--- src/rtl/dst_filt_pkg.sv ---
package dst_filt_pkg;
  localparam int DA_W      = 48;
  localparam int DATA_W    = 32;
  localparam int HI_W      = DA_W - DATA_W;
  localparam int EN_BIT    = 17;
  localparam int FWD_BIT   = 21;
  localparam int UC_ALL_BIT = 1;
  localparam int MC_ALL_BIT = 3;
  localparam int BC_BIT     = 5;
  localparam int TBL_EN_BIT = 7;
  localparam int PROM_BIT   = 0;
  localparam int MC_FLAG_BIT = DA_W - 8;

  typedef struct packed {
    logic promisc;
    logic tbl_en;
    logic bc_all;
    logic mc_all;
    logic uc_all;
  } flt_ctrl_t;
endpackage

--- src/rtl/flt_entry.sv ---
module flt_entry
  import dst_filt_pkg::*;
#(
  parameter int IDX_W    = 5,
  parameter int ENTRY_ID = 0
) (
  input  logic              clk_i,
  input  logic              rst_ni,
  input  logic              wr_en_i,
  input  logic [IDX_W-1:0]  wr_idx_i,
  input  logic [DATA_W-1:0] wr_data_i,
  input  logic [DA_W-1:0]   addr_i,
  output logic              match_o,
  output logic              fwd_o
);
  localparam logic [IDX_W-1:0] LO_IDX = IDX_W'(2 * ENTRY_ID);
  localparam logic [IDX_W-1:0] HI_IDX = IDX_W'(2 * ENTRY_ID + 1);

  logic [DA_W-1:0] addr_q;
  logic            en_q, fwd_q;

  always_ff @(posedge clk_i or negedge rst_ni) begin
    if (!rst_ni) begin
      addr_q <= '0;
      en_q   <= 1'b0;
      fwd_q  <= 1'b0;
    end else if (wr_en_i) begin
      if (wr_idx_i == LO_IDX) addr_q[DATA_W-1:0] <= wr_data_i;
      if (wr_idx_i == HI_IDX) begin
        addr_q[DA_W-1:DATA_W] <= wr_data_i[HI_W-1:0];
        en_q  <= wr_data_i[EN_BIT];
        fwd_q <= wr_data_i[FWD_BIT];
      end
    end
  end

  assign match_o = en_q && (addr_q == addr_i);
  assign fwd_o   = fwd_q;
endmodule

--- src/rtl/flt_hit_pick.sv ---
module flt_hit_pick #(
  parameter int N   = 8,
  parameter int IW  = $clog2(N)
) (
  input  logic [N-1:0]  req_i,
  output logic          found_o,
  output logic [IW-1:0] idx_o
);
  // lowest index wins
  always_comb begin
    found_o = 1'b0;
    idx_o   = '0;
    for (int i = N - 1; i >= 0; i--) begin
      if (req_i[i]) begin
        found_o = 1'b1;
        idx_o   = IW'(i);
      end
    end
  end
endmodule

--- src/rtl/flt_policy.sv ---
module flt_policy
  import dst_filt_pkg::*;
(
  input  flt_ctrl_t ctrl_i,
  input  logic      is_bcast_i,
  input  logic      is_mc_i,
  input  logic      hit_i,
  input  logic      hit_fwd_i,
  output logic      accept_o
);
  logic tbl_pass;
  assign tbl_pass = hit_i && hit_fwd_i;

  always_comb begin
    if (ctrl_i.promisc)  accept_o = 1'b1;
    else if (is_bcast_i) accept_o = ctrl_i.bc_all;
    else if (is_mc_i)    accept_o = ctrl_i.mc_all || tbl_pass;
    else                 accept_o = ctrl_i.uc_all || tbl_pass;
  end
endmodule

--- src/rtl/dst_addr_filter.sv ---
module dst_addr_filter
  import dst_filt_pkg::*;
#(
  parameter int N_ENTRY = 8,
  parameter int N_UC    = 2,
  parameter int IDX_W   = $clog2(2 * N_ENTRY + 2),
  parameter int HIT_W   = $clog2(N_ENTRY)
) (
  input  logic              clk_i,
  input  logic              rst_ni,
  input  logic              da_valid_i,
  input  logic [DA_W-1:0]   da_addr_i,
  input  logic              wr_en_i,
  input  logic [IDX_W-1:0]  wr_idx_i,
  input  logic [DATA_W-1:0] wr_data_i,
  output logic              dec_valid_o,
  output logic              accept_o,
  output logic              hit_o,
  output logic [HIT_W-1:0]  hit_idx_o
);
  localparam logic [IDX_W-1:0] CTRL_IDX = IDX_W'(2 * N_ENTRY);
  localparam logic [IDX_W-1:0] PROM_IDX = IDX_W'(2 * N_ENTRY + 1);

  flt_ctrl_t ctrl_q;

  always_ff @(posedge clk_i or negedge rst_ni) begin
    if (!rst_ni) begin
      ctrl_q <= '0;
    end else if (wr_en_i) begin
      if (wr_idx_i == CTRL_IDX) begin
        ctrl_q.uc_all <= wr_data_i[UC_ALL_BIT];
        ctrl_q.mc_all <= wr_data_i[MC_ALL_BIT];
        ctrl_q.bc_all <= wr_data_i[BC_BIT];
        ctrl_q.tbl_en <= wr_data_i[TBL_EN_BIT];
      end
      if (wr_idx_i == PROM_IDX) ctrl_q.promisc <= wr_data_i[PROM_BIT];
    end
  end

  logic is_bcast, is_mc;
  assign is_bcast = &da_addr_i;
  assign is_mc    = da_addr_i[MC_FLAG_BIT];

  logic [N_ENTRY-1:0] match_vec, fwd_vec, cand_vec;

  for (genvar k = 0; k < N_ENTRY; k++) begin : g_entry
    flt_entry #(.IDX_W(IDX_W), .ENTRY_ID(k)) u_entry (
      .clk_i     (clk_i),
      .rst_ni    (rst_ni),
      .wr_en_i   (wr_en_i),
      .wr_idx_i  (wr_idx_i),
      .wr_data_i (wr_data_i),
      .addr_i    (da_addr_i),
      .match_o   (match_vec[k]),
      .fwd_o     (fwd_vec[k])
    );
    if (k < N_UC) begin : g_uc
      assign cand_vec[k] = match_vec[k] && ctrl_q.tbl_en && !is_mc;
    end else begin : g_mc
      assign cand_vec[k] = match_vec[k] && ctrl_q.tbl_en && is_mc && !is_bcast;
    end
  end

  logic             hit_d;
  logic [HIT_W-1:0] hit_idx_d;
  logic             accept_d;

  flt_hit_pick #(.N(N_ENTRY), .IW(HIT_W)) u_pick (
    .req_i   (cand_vec),
    .found_o (hit_d),
    .idx_o   (hit_idx_d)
  );

  flt_policy u_policy (
    .ctrl_i     (ctrl_q),
    .is_bcast_i (is_bcast),
    .is_mc_i    (is_mc),
    .hit_i      (hit_d),
    .hit_fwd_i  (fwd_vec[hit_idx_d]),
    .accept_o   (accept_d)
  );

  always_ff @(posedge clk_i or negedge rst_ni) begin
    if (!rst_ni) begin
      dec_valid_o <= 1'b0;
      accept_o    <= 1'b0;
      hit_o       <= 1'b0;
      hit_idx_o   <= '0;
    end else begin
      dec_valid_o <= da_valid_i;
      accept_o    <= da_valid_i && accept_d;
      hit_o       <= da_valid_i && hit_d;
      hit_idx_o   <= da_valid_i ? hit_idx_d : '0;
    end
  end

  logic unused_wr_bits;
  assign unused_wr_bits = ^wr_data_i;

  assert_verdict_latency_R2: assert property (@(posedge clk_i) disable iff (!rst_ni)
    dec_valid_o == $past(da_valid_i));
  assert_quiet_outputs_R2: assert property (@(posedge clk_i) disable iff (!rst_ni)
    !dec_valid_o |-> (!accept_o && !hit_o));
  assert_promisc_accept_R11: assert property (@(posedge clk_i) disable iff (!rst_ni)
    (dec_valid_o && $past(ctrl_q.promisc)) |-> accept_o);
  assert_table_off_no_hit_R10: assert property (@(posedge clk_i) disable iff (!rst_ni)
    (dec_valid_o && !$past(ctrl_q.tbl_en)) |-> !hit_o);
  assert_hit_region_R5: assert property (@(posedge clk_i) disable iff (!rst_ni)
    hit_o |-> ((int'(hit_idx_o) >= N_UC) == $past(da_addr_i[MC_FLAG_BIT])));
  assert_bcast_no_hit_R9: assert property (@(posedge clk_i) disable iff (!rst_ni)
    hit_o |-> !$past(&da_addr_i));
  assert_bcast_policy_R9: assert property (@(posedge clk_i) disable iff (!rst_ni)
    (dec_valid_o && $past(&da_addr_i) && !$past(ctrl_q.promisc)) |-> (accept_o == $past(ctrl_q.bc_all)));
endmodule

--- config.mk ---
export PLATFORM = sky130hd
export DESIGN_NAME = dst_addr_filter
export DESIGN_NICKNAME = d
export VERILOG_FILES = /design/src/rtl/dst_filt_pkg.sv /design/src/rtl/flt_entry.sv /design/src/rtl/flt_hit_pick.sv /design/src/rtl/flt_policy.sv /design/src/rtl/dst_addr_filter.sv
export SDC_FILE = /design/constraint.sdc
export NUM_CORES = 1
export LEC_CHECK = 0
export BUFFER_PORTS_ARGS = -buffer_cell sky130_fd_sc_hd__buf_4
export CORE_ASPECT_RATIO = 0.5
export CORE_UTILIZATION = 60
export CTS_BUF_LIST = sky130_fd_sc_hd__clkbuf_8
export DETAILED_ROUTE_END_ITERATION = 10
export PLACE_DENSITY = 0.78
export SLEW_MARGIN = 20
export SYNTH_ARGS = -nofsm -noshare
export SYNTH_HDL_FRONTEND = slang
export SYNTH_SLANG_ARGS = --single-unit
--- constraint.sdc ---
create_clock -name clk_i -period 3.4 [get_ports clk_i]
set_input_delay 0.34 -clock clk_i [delete_from_list [all_inputs] [get_ports clk_i]]
set_output_delay 0.34 -clock clk_i [all_outputs]
set_load 0.005 [all_outputs]
# Word-level counts from Yosys, hierarchy flattened
# Cells that the tools add are included.
# word_totals
reg_bits	411
in_bits	89
output_inout_bits	6
word_cells	146
# op_classes
order_cmp	1
n_eq_ne	25
muxes	22
reduce_logical	57
# op_table
operator	n
48-bit == test	8
48-bit AND reduction	1
5-bit by 4-bit == test with 1-bit output, second input constant	8
2-bit AND reduction	18
1-bit logical AND	33
3-bit 2-to-1 mux	9
5-bit by 3-bit == test with 1-bit output, second input constant	4
1-bit 2-to-1 mux	12
5-bit by 2-bit == test with 1-bit output, second input constant	2
5-bit == test, second input constant	2
5-bit by 1-bit == test with 1-bit output, second input constant	1
5-bit logical NOT	1
3-bit by 4-bit less-than comparator with 1-bit output, second input constant	1
1-bit binary-select mux with 3-bit select	1
1-bit logical NOT	2
1-bit logical OR	2

# Longest topological paths before layout
# depth
ltp_word	21
ltp_mapped	12
depth_no_buf	11

# Hierarchy
# A second synthesis with hierarchy kept.
# unflattened
cells_unflattened	1458
area_unflattened_um2	21071.5
# modules_own_cells
mod	instances	cells_each	area_each_um2	seq_area_each_um2
flt_entry at g_entry[3].u_entry ...	2	172	2582.5	1251.2
flt_entry at g_entry[2].u_entry ...	2	174	2558.7	1251.2
flt_entry at g_entry[0].u_entry	1	174	2557.5	1251.2
flt_entry at g_entry[6].u_entry	1	174	2548.7	1251.2
flt_entry at g_entry[1].u_entry	1	172	2496.1	1251.2
flt_entry at g_entry[7].u_entry	1	175	2454.9	1251.2
dst_addr_filter	1	54	616.8	275.3
flt_hit_pick	1	13	80.1	0.0
flt_policy	1	4	35.0	0.0

# Worst setup path after synthesis
# No wires, ideal clock.
# synth_timing
path_kind	in2reg
from	in da_addr_i[43]
to	reg accept_o
setup_time_ns	0.122
arrival_time_ns	2.454
required_ns	3.278
setup_slack_ns	0.824
path_stages	12
path_buffers	1
cell_sequence	buf_6 -> xor2_1 -> or4_4 -> nor4_4 -> nand3_1 -> o211ai_2 -> a31oi_1 -> nor2_2 -> mux2i_1 -> mux2i_1 -> a211oi_2 -> nor2_1
# synth_between
elab_chain_cells	21
word_cells_on_any_way	65
cone_classes	eq/ne: 8; mux: 21; reduce/logical: 36
# synth_lines
element	line	rtl
start, declared	dst_addr_filter.sv:12	input logic [DA_W-1:0] da_addr_i,
48-bit == test	flt_entry.sv:37	assign match_o = en_q && (addr_q == addr_i);
1-bit logical AND	flt_entry.sv:37	
1-bit logical AND (3 in series)	dst_addr_filter.sv:60	assign cand_vec[k] = match_vec[k] && ctrl_q.tbl_en && is_mc && !is_bcast;
3-bit 2-to-1 mux (8 in series)	flt_hit_pick.sv:14	if (req_i[i]) begin
1-bit binary-select mux with 3-bit select	dst_addr_filter.sv:79	.hit_fwd_i (fwd_vec[hit_idx_d]),
1-bit 2-to-1 mux (implied by the code)	dst_addr_filter.sv:79	
1-bit logical AND	flt_policy.sv:12	assign tbl_pass = hit_i && hit_fwd_i;
1-bit logical OR, on equally long branches	flt_policy.sv:18, flt_policy.sv:17	
1-bit 2-to-1 mux	flt_policy.sv:17	else if (is_mc_i) accept_o = ctrl_i.mc_all || tbl_pass;
1-bit 2-to-1 mux (*)	flt_policy.sv:16	else if (is_bcast_i) accept_o = ctrl_i.bc_all;
1-bit 2-to-1 mux (*)	flt_policy.sv:15	if (ctrl_i.promisc) accept_o = 1'b1;
1-bit logical AND (*)	dst_addr_filter.sv:91	accept_o <= da_valid_i && accept_d;
end signal, assigned	dst_addr_filter.sv:91	
end, declared	dst_addr_filter.sv:17	output logic accept_o,
# Mark *: on every way between the ends. The rest lies on a longest branch, timed or not. The select of a mux whose other input is x is not followed.
# A chain may end at the register's enable or synchronous reset.

# Final worst setup path
# layout_timing
from	reg ctrl_q[3] (netlist bit)
to	reg accept_o
# layout_between
elab_chain_cells	19
word_cells_on_any_way	47
cone_classes	mux: 21; reduce/logical: 26
# layout_lines
element	line	rtl
start, declared	dst_addr_filter.sv:24	flt_ctrl_t ctrl_q;
1-bit logical AND (3 in series)	dst_addr_filter.sv:60	
3-bit 2-to-1 mux (8 in series)	flt_hit_pick.sv:14	
1-bit binary-select mux with 3-bit select	dst_addr_filter.sv:79	
1-bit 2-to-1 mux (implied by the code)	dst_addr_filter.sv:79	
1-bit logical AND (*)	flt_policy.sv:12	
1-bit logical OR, on equally long branches	flt_policy.sv:18, flt_policy.sv:17	
1-bit 2-to-1 mux (*)	flt_policy.sv:17	
1-bit 2-to-1 mux (*)	flt_policy.sv:16	
1-bit 2-to-1 mux (*)	flt_policy.sv:15	
1-bit logical AND (*)	dst_addr_filter.sv:91	
# Marked as above.

==> run summary <==
Post-Synth Simple-Gate Area -> 0.106
PD cells -> 590 nW/um^2
post-cts resize count -> 0
clk_lat worst skew -> 660 ps
setup violators final -> 0
proportion of layout cells with a drive suffix above 1 -> 0.360
Seq cells post-synth -> 411
CP peak stage delay -> 630 ps
arrival time worst endpoint -> 3760 ps
Final Hold Fails -> 0
clock sinks -> 411
Core Region -> 34700 sq um
total CTS buffers -> 58
GRT Overall Usage -> 0.477
final setup TNS -> 0 ps
chip width -> 268 um
Tmin final -> 3240 ps
start of the worst register-to-register path -> ctrl_q[3]$_DFFE_PN0P_
Clk pwr share -> 0.278
Seq/Total Area, Yosys -> 0.484
final wirelength -> 84800 um
Yosys warning total -> 0
Adder-Cell Fraction of Synth Area -> 0
count of cell types in the netlist -> 54
WHS Path Cells -> 2
placed inst area -> 22500 sq um
worst slew pin tran -> 1190 ps
Nets -> 1899
postcts setup bufs -> 0
Mapped Cells -> 1699
Core Util, Final -> 0.683
Leak -> 10.8 nW
CTS tree -> built
Post-Synth XOR/XNOR Area -> 0.157
Flop pwr share -> 0.468
Avg Cell Area, Syn -> 12.5 sq um
vias -> 16133
CP max-delay cell -> dfrtp_1
vias in the first global route -> 15951
hold_buf cts -> 2
Root Driver -> clkbuf_8
Synth Area in Compound Gates -> 0.00672
fillcell total -> 2623
io pins -> 95
R2R Path End -> accept_o$_DFF_PN0_
remaining antenna violation count -> 0
Max Clock Skew -> 35.0 ps
Post-DP HPWL -> 59800 um
synthesized cell area -> 21200 sq um
post-synthesis mux area share -> 0.218
FMAX -> 0.309 GHz
Top FF cell, synth -> dfrtp_1
First-pass DRT Iterations -> 6
FP Rows -> 48
Worst setup EP type -> flip-flop
initial antenna violation count -> 9
H-tree depth -> 2
Longest Clk Path Bufs -> 3
Internal -> 9.20 mW
worst hold endpoint -> g_entry[0].u_entry.addr_q[25]$_DFFE_PN0P_
Worst-path clk slew -> 70 ps
Setup CP Type -> reg -> reg
area grow syn2layout -> 11.5%
run status -> finished, final reports clean
Switching Fraction -> 0.341
R2R setup slack -> 160 ps
dominant cells by area after synthesis -> dfrtp_1 48%, mux2_2 21%, xor2_1 13%, nor4_1 4.2%, xnor2_1 3.1%
initial core utilization -> 0.613
commonest non-fill, non-tap cell in the layout -> dfrtp_1
dominant cell type by area after synthesis -> dfrtp_1
final non-filler cell total -> 2333
maximum number of pins on one net before global-route repair -> 92
DRC errors left -> 0
RSZ-0062 raised after global routing -> false
placed insts -> 2223
full die area -> 36200 sq um
vias per cell -> 6.92
cells along the critical path -> nor2b_1, o21ai_0, nor4_1, nand3_1, nor4_1, and3_2, nor2_2, mux2i_1, mux2i_1, a211oi_2, nor2_1
Slew Viols, Final -> 0
total congestion overflow -> 0
port buffer count -> 94
switching power -> 4.77 mW
critical path data required time -> 3920 ps
Starting DRT DRC Count -> 2263
Reg2Reg Depth -> 11
Max Cap Viol -> 0
Post-synth EDFFs -> 0
top cell type's share of synthesized area -> 0.484
min-delay worst type -> in -> reg
CP startpoint kind -> flip-flop
global-route wire length before repair -> 118000 um
Async S/R FF share, synth -> 1.00
main combinational cell family by area after synthesis -> multiplexers
Die Y -> 135 um
Design Area, Final -> 23700 sq um
max_slew headroom -> 0.206
leading cell types in the layout, fill and taps excluded -> 411 x dfrtp_1, 405 x mux2_2, 307 x xor2_1
Hold Path Origin -> wr_data_i[25]
Avg WL per Cell -> 36.3 um
Period Utilization, post-route -> 0.952
routability cong. -> 1.09
combinational group share of total power -> 0.254
Mapped Nets -> 1788
Peak VDD IR -> 0.501 mV
worst-path maximum fanout -> 5
## how the worst max path moves through the flow
stage | slack, ps | to | startpoint | depth (start not counted)
3_3_place_gp | 20 | accept_o$_DFF_PN0_ | da_addr_i[34] | 14
3_5_place_dp | 180 | accept_o$_DFF_PN0_ | da_addr_i[34] | 14
6_report | 160 | accept_o$_DFF_PN0_ | ctrl_q[3]$_DFFE_PN0P_ | 11
5_1_grt | 140 | accept_o$_DFF_PN0_ | ctrl_q[3]$_DFFE_PN0P_ | 11
2_1_floorplan | 820 | accept_o$_DFF_PN0_ | da_addr_i[43] | 12
4_1_cts | 250 | accept_o$_DFF_PN0_ | ctrl_q[3]$_DFFE_PN0P_ | 11
## worst max-delay path: cells and delay by family (launching register included)
family,cells,cell delay (ps)
compound gates,2,310
flops,1,630
mux,2,260
simple gates,7,1920
## flip-flops by register name, summed over array words and instances (netlist names)
register,cells
accept_o,1
hit_o,1
dec_valid_o,1
hit_idx_o,3
g_entry.u_entry.addr_q,384
ctrl_q,5
g_entry.u_entry.en_q,8
g_entry.u_entry.fwd_o,8
## cells by family (layout without fill, tap and decap cells)
logic type,count (synthesis),count (layout)
buffers and inverters,110,265
xor gates and xnor gates,381,381
and+or+nand+nor,367,367
other,0,4
AOI/OAI and AO/OA,19,19
DFF,411,411
muxes,411,411
## cell type report
type                    instances  area (sq um)  share of cell area
diodes                          4          10.0            0.000423
clock buffers                  72           991              0.0419
clock inverters                32           128             0.00539
inverters                       5          18.8            0.000793
multi-input cells            1178         10400               0.439
flip-flops and latches        411         10300               0.435
well taps                     475           594              0.0251
repair buffers                156          1250              0.0527
## synthesized netlist by cell type, types with 2 or more instances
master,number
dfrtp_1,411
mux2_2,405
xor2_1,307
nor4_1,141
xnor2_1,74
nand4_1,54
nand2_1,34
clkbuf_1,31
nand3_1,27
buf_1,26
nor2_1,21
buf_2,20
nor3_1,19
buf_6,15
buf_4,13
nor2b_1,12
nand4b_1,8
mux2i_1,6
inv_1,5
nand2b_1,5
o21ai_0,5
nand3b_1,4
nor4b_1,4
or3b_2,4
or4_1,4
a31oi_1,3
nor3b_1,3
or4_4,3
and3_1,2
and4_1,2
nand4bb_1,2
nor2_2,2
nor4_4,2
o211ai_1,2
o31a_1,2
or2_2,2
or3_1,2
## power by group through the flow
stage | Combinational [mW] | Sequential (mW) | Clock [mW]
global route | 3.68 | 6.62 | 4.10
floorplan | 2.13 | 6.39 | 0
CTS | 3.42 | 6.51 | 3.90
global placement | 3.36 | 6.54 | 0
finish | 3.55 | 6.53 | 3.88
detailed placement | 3.40 | 6.60 | 0
## metrics by stage
stage          total power [mW]  setup slack, ps  hold slack, ps
2_1_floorplan              8.53              824            44.4
3_3_place_gp               9.89             21.1             441
3_5_place_dp               10.0              181             455
4_1_cts                    13.8              253            18.7
5_1_grt                    14.4              141            42.9
6_report                   14.0              163            62.5
## per-layer routing
metal	routed length (um)	global-route usage	part of all wire
met1	32400	0.642	0.38
met2	33600	0.644	0.40
met3	13700	0.217	0.16
met4	4940	0.242	0.058
met5	129	0.0108	0.0015
(Power assumes the default switching activity.)
